$ cat src/rtl/rail_sup_pkg.sv
package rail_sup_pkg;

  typedef enum logic [2:0] {
    ST_OFF,
    ST_START_POS,
    ST_START_NEG,
    ST_RUN,
    ST_FAULT
  } sup_state_e;

  typedef enum logic [2:0] {
    FC_NONE      = 3'd0,
    FC_POS_START = 3'd1,
    FC_NEG_THR   = 3'd2,
    FC_NEG_REG   = 3'd3,
    FC_POS_SHORT = 3'd4,
    FC_NEG_SHORT = 3'd5,
    FC_THERMAL   = 3'd6
  } fault_code_e;

endpackage

$ cat src/rtl/start_timer.sv
module start_timer #(
  parameter int unsigned LIMIT = 20,
  localparam int unsigned CW = $clog2(LIMIT + 1)
) (
  input  logic          clk_i,
  input  logic          rst_ni,
  input  logic          run_i,
  input  logic          tick_i,
  output logic [CW-1:0] cnt_o
);

  logic [CW-1:0] cnt_q;

  always_ff @(posedge clk_i or negedge rst_ni) begin
    if (!rst_ni)                                  cnt_q <= '0;
    else if (!run_i)                              cnt_q <= '0;
    else if (tick_i && cnt_q < CW'(LIMIT))        cnt_q <= cnt_q + 1'b1;
  end

  assign cnt_o = cnt_q;

endmodule

$ cat src/rtl/short_filter.sv
module short_filter #(
  parameter int unsigned LIMIT = 3,
  localparam int unsigned CW = $clog2(LIMIT + 1)
) (
  input  logic clk_i,
  input  logic rst_ni,
  input  logic active_i,
  input  logic flag_i,
  input  logic tick_i,
  output logic trip_o
);

  logic [CW-1:0] cnt_q;

  // count is not accumulated: any low sample restarts it
  always_ff @(posedge clk_i or negedge rst_ni) begin
    if (!rst_ni)                                     cnt_q <= '0;
    else if (!active_i || !flag_i)                   cnt_q <= '0;
    else if (tick_i && cnt_q < CW'(LIMIT - 1))       cnt_q <= cnt_q + 1'b1;
  end

  assign trip_o = active_i && flag_i && tick_i && (cnt_q == CW'(LIMIT - 1));

endmodule

$ cat src/rtl/rail_supervisor.sv
module rail_supervisor
  import rail_sup_pkg::*;
#(
  parameter int unsigned NEG_DELAY_MS = 10,
  parameter int unsigned CHECK_MS     = 20,
  parameter int unsigned SHORT_MS     = 3
) (
  input  logic       clk_i,
  input  logic       rst_ni,
  input  logic       tick_i,
  input  logic       en_i,
  input  logic       uvlo_i,
  input  logic       otp_i,
  input  logic       pos_ok_i,
  input  logic       pos_short_i,
  input  logic       neg_high_i,
  input  logic       neg_ok_i,
  output logic       pos_run_o,
  output logic       neg_run_o,
  output logic       soft_start_o,
  output logic       pos_dis_o,
  output logic       neg_dis_o,
  output logic       fault_o,
  output logic [2:0] fault_code_o
);

  localparam int unsigned TW = $clog2(CHECK_MS + 1);
  localparam int unsigned NUM_SHORT = 2;

  sup_state_e    state_q, state_d;
  fault_code_e   code_q, code_d;
  logic [TW-1:0] ms_cnt;
  logic          at_neg, at_check;
  logic          starting, running;
  logic [NUM_SHORT-1:0] short_flag, short_trip;

  assign starting = (state_q == ST_START_POS) || (state_q == ST_START_NEG);
  assign running  = (state_q == ST_RUN);

  start_timer #(.LIMIT(CHECK_MS)) u_start_timer (
    .clk_i  (clk_i),
    .rst_ni (rst_ni),
    .run_i  (starting),
    .tick_i (tick_i),
    .cnt_o  (ms_cnt)
  );

  assign at_neg   = tick_i && (ms_cnt == TW'(NEG_DELAY_MS - 1));
  assign at_check = tick_i && (ms_cnt == TW'(CHECK_MS - 1));

  // index 0 has priority: positive rail short
  assign short_flag = {neg_high_i, pos_short_i};

  for (genvar g = 0; g < NUM_SHORT; g++) begin : g_short
    short_filter #(.LIMIT(SHORT_MS)) u_filt (
      .clk_i    (clk_i),
      .rst_ni   (rst_ni),
      .active_i (running),
      .flag_i   (short_flag[g]),
      .tick_i   (tick_i),
      .trip_o   (short_trip[g])
    );
  end

  always_comb begin
    state_d = state_q;
    code_d  = code_q;
    if (uvlo_i) begin
      state_d = ST_OFF;
    end else begin
      unique case (state_q)
        ST_OFF: begin
          if (en_i) begin
            state_d = ST_START_POS;
            code_d  = FC_NONE;
          end
        end
        ST_FAULT: begin
          if (!en_i) state_d = ST_OFF;
        end
        default: begin
          if (!en_i) begin
            state_d = ST_OFF;
          end else if (otp_i) begin
            state_d = ST_FAULT;
            code_d  = FC_THERMAL;
          end else begin
            unique case (state_q)
              ST_START_POS: begin
                if (at_neg) begin
                  if (!pos_ok_i) begin
                    state_d = ST_FAULT;
                    code_d  = FC_POS_START;
                  end else if (neg_high_i) begin
                    state_d = ST_FAULT;
                    code_d  = FC_NEG_THR;
                  end else begin
                    state_d = ST_START_NEG;
                  end
                end
              end
              ST_START_NEG: begin
                if (at_check) begin
                  if (!neg_ok_i) begin
                    state_d = ST_FAULT;
                    code_d  = FC_NEG_REG;
                  end else begin
                    state_d = ST_RUN;
                  end
                end
              end
              ST_RUN: begin
                if (short_trip[0]) begin
                  state_d = ST_FAULT;
                  code_d  = FC_POS_SHORT;
                end else if (short_trip[1]) begin
                  state_d = ST_FAULT;
                  code_d  = FC_NEG_SHORT;
                end
              end
              default: state_d = ST_OFF;
            endcase
          end
        end
      endcase
    end
  end

  always_ff @(posedge clk_i or negedge rst_ni) begin
    if (!rst_ni) begin
      state_q <= ST_OFF;
      code_q  <= FC_NONE;
    end else begin
      state_q <= state_d;
      code_q  <= code_d;
    end
  end

  assign pos_run_o    = starting || running;
  assign neg_run_o    = (state_q == ST_START_NEG) || running;
  assign soft_start_o = (state_q == ST_START_POS);
  assign pos_dis_o    = (state_q == ST_OFF) || (state_q == ST_FAULT);
  assign neg_dis_o    = pos_dis_o;
  assign fault_o      = (state_q == ST_FAULT);
  assign fault_code_o = code_q;

endmodule

$ cat config.mk
export PLATFORM = sky130hd
export DESIGN_NAME = rail_supervisor
export DESIGN_NICKNAME = d
export VERILOG_FILES = /design/src/rtl/rail_sup_pkg.sv /design/src/rtl/start_timer.sv /design/src/rtl/short_filter.sv /design/src/rtl/rail_supervisor.sv
export SDC_FILE = /design/constraint.sdc
export NUM_CORES = 1
export LEC_CHECK = 0
export ABC_AREA = 0
export BUFFER_PORTS_ARGS = -buffer_cell sky130_fd_sc_hd__buf_2
export CORE_AREA = 2 2 68 70
export CTS_CLUSTER_DIAMETER = 60
export DETAILED_ROUTE_END_ITERATION = 10
export DIE_AREA = 0 0 70 72
export GPL_ROUTABILITY_DRIVEN = 1
export PLACE_DENSITY = 0.52
export RECOVER_POWER = 50
export SLEW_MARGIN = 20
export SYNTH_ARGS = -nofsm -noshare
export SYNTH_HDL_FRONTEND = slang
export SYNTH_SLANG_ARGS = --single-unit
$ cat constraint.sdc
create_clock -name clk_i -period 4.8 [get_ports clk_i]
set_clock_uncertainty 0.1 [all_clocks]
set_input_delay 0.48 -clock clk_i [delete_from_list [all_inputs] [get_ports clk_i]]
set_output_delay 0.48 -clock clk_i [all_outputs]
set_load 0.03 [all_outputs]
==> summary.txt <==
Layout
  • Filler cells: 478
  • Final Non-Filler Cells: 181
  • Share of cells above drive strength 1: 0.217
  • Final nets: 144
  • Antenna cell count: 0
  • Area growth syn-to-layout: 15.0%
  • Finished Cell Area: 1210 um2

Global route
  • Grt ovf: 0
  • Total GRT Usage: 0.101
  • Global-route wire length before repair: 4130 um
  • Largest net degree at the start of global routing: 16
  • Initial antenna violation count: 0
  • Vias in the first global route: 930

Power
  • Leak pwr: 0.533 nW
  • Switching share of power: 0.373
  • P_int: 0.000249 W
  • Clock power frac: 0.258
  • Peak supply drop: 85.9 uV
  • Power share of the sequential group: 0.392
  • Comb power frac: 0.350
  • Sw power: 0.000149 W
  • PwrDens: 330 nW/um2
  • Total power: 0.000398 W

STA
  • Worst slew pin tran: 0.833 ns
  • Fin. Hold Viols: 0
  • Final Worst Setup Slack: 2.59 ns
  • Final period util: 0.461
  • Slew HR: 0.444
  • RSZ-0062 raised after global routing: false
  • Tmin final: 2.21 ns
  • Max Slew Vio Count: 0
  • Setup TNS: 0 ns
  • Achievable frequency: 452 MHz
  • Setup violators final: 0

Placed design
  • Placed cells: 177
  • DP Worst Slack: 2.75 ns
  • GP Congestion: 0.768
  • Placed cell areas: 1170 um2
  • DP Wirelength: 1780 um
  • Port Buf Inserts: 18

Logic synthesis
  • Synth warn: 0
  • Gate Count Post-Synth: 112
  • Average size of a mapped cell: 9.37 um2
  • FF+latch count, synth: 15
  • Syn Nets: 126
  • Ys async rst share: 1.00
  • Unique masters post-synth: 46
  • Post-Syn Area: 1050 um2
  • Post-synth EDFFs: 0
  • Post-synth top flop: dfrtp_1
  • Register area share after synthesis: 0.358

Route
  • Post-route DRC: 0
  • Vias per inst: 4.78
  • Routed WL per cell: 12.7 um
  • DRT iter0 DRCs: 56
  • DRT Pass-1 Iters: 4
  • Via count: 866
  • WL final: 2300 um
  • Final ANT Viol Nets: 0

Clocking
  • Post-CTS Setup Repair Bufs: 0
  • Clk sink count: 15
  • Root Driver: clkbuf_8
  • Max clock buf depth: 2
  • Clock slew seen by the registers of the worst setup and hold paths: 0.06 ns
  • CTS tree: yes
  • Cts repair resizes: 0
  • Hold-fix buffers at CTS: 0
  • Cts bufs inserted: 3
  • # H-tree levels: 1
  • Worst skew pair latency: 0.24 ns

Critical path
  • WP data required: 4.83 ns
  • CP top delay family: simple AND/OR/NAND/NOR gates
  • Cell Chain, Critical Path: and2b_1, and2_0, a31oi_4, a311oi_4, mux2_4
  • Crit Path Max Fanout: 14
  • CP Capture Type: register
  • Worst path slowest cell: dfrtp_1
  • Crit-path max cell delay: 0.53 ns
  • Startpoint types: register
  • Worst path depth: 5
  • Setup slack, reg-to-reg: 2.59 ns
  • Critical path buffers and inverters: 0
  • Critical Path AT: 2.25 ns
  • CP Class: reg2reg
  • R2R cell count: 5

Status
  • Outcome: finished, final reports clean

Floorplanning
  • Ports: 19
  • Die area: 5040 um2
  • Initial Utilization: 0.246
  • Core Region: 4260 um2
  • Die W: 70 um
  • Die Span Y: 72 um
  • Row count: 24

Job
  • Max_cap viols: 0

Worst hold path
  • Min-Delay Path Class: in2async
flip-flops by register name, summed over array words and instances (netlist names):
register / count
state_q: 3
u_start_timer.cnt_o: 5
g_short.u_filt.cnt_q: 4
fault_code_o: 3
worst paths after layout:
kind                                  from                    endpoint
max                             state_q[2]                  state_q[2]
min                                 rst_ni      u_start_timer.cnt_o[0]
max reg2reg                     state_q[2]                  state_q[2]
min reg2reg                fault_code_o[2]             fault_code_o[2]
max in group asynchronous           rst_ni             fault_code_o[2]
min in group clk_i              neg_high_i  g_short[1].u_filt.cnt_q[0]
routing by layer:
metal / GRT usage / vias to the layer above / routed length (um)
met5: 0 / - / 0
met4: 0.0470 / 0 / 25
met3: 0.0181 / 4 / 109
met2: 0.179 / 23 / 1160
met1: 0.120 / 415 / 1000
li1: - / 424 / -
area by class of cell:
class / instances / area, um2 / share of cell area
Multi-Input combinational cell: 82 / 599 / 0.496
Sequential cell: 15 / 375 / 0.311
Timing Repair Buffer: 18 / 85.1 / 0.0705
Tap cell: 52 / 65.1 / 0.0539
Clock buffer: 4 / 45.0 / 0.0373
Inverter: 10 / 37.5 / 0.0311
cells in the final DEF, fill, tap and decap left out, drive strengths merged, types with 2 or more instances in the layout:
cell type	n
buf	14
mux2i	2
mux2	4
o21ai	6
nor3	2
and2	2
ha	4
nand2	5
a21oi	7
nor2b	5
inv	10
dfrtp	15
nand3	4
and2b	2
clkbuf	8
xor2	2
xnor2	2
nor2	16
stage by stage:
stage                     utilization  hold slack [ns]
after floorplan                     -           0.0844
after CTS                       0.285           0.0436
after global placement          0.274            0.305
after global routing            0.283            0.281
final                           0.283            0.208
after detailed placement        0.274            0.309
synth_stat cells, types with 3 or more instances:
library cell,count,area share
nand3_1,3,0.014
inv_1,10,0.036
nor2b_1,5,0.030
mux2_4,4,0.057
dfrtp_1,15,0.36
nor2_1,15,0.054
nand2_1,5,0.018
a21oi_1,7,0.033
o21ai_0,4,0.019
ha_1,4,0.048
logic make-up (layout without fill, tap and decap cells):
family | Yosys count | count (layout) | synth area share
buffers and inverters | 15 | 32 | 0.0691
multiplexers | 6 | 6 | 0.0763
AND/OR/NAND/NOR | 42 | 42 | 0.218
adder cells (fa/ha/maj) | 4 | 4 | 0.0477
AO/OA/AOI/OAI | 26 | 26 | 0.198
XOR/XNOR | 4 | 4 | 0.0334
flip-flops | 15 | 15 | 0.358
power by group through the flow:
stage	sequential, W	clock [W]	combinational, W
CTS	0.000157	0.000105	0.000143
global route	0.000159	0.000112	0.000151
global placement	0.000158	0	0.000141
floorplan	0.000166	0	0.000102
detailed placement	0.000159	0	0.000143
finish	0.000156	0.000103	0.000139
(Power assumes the default switching activity.)
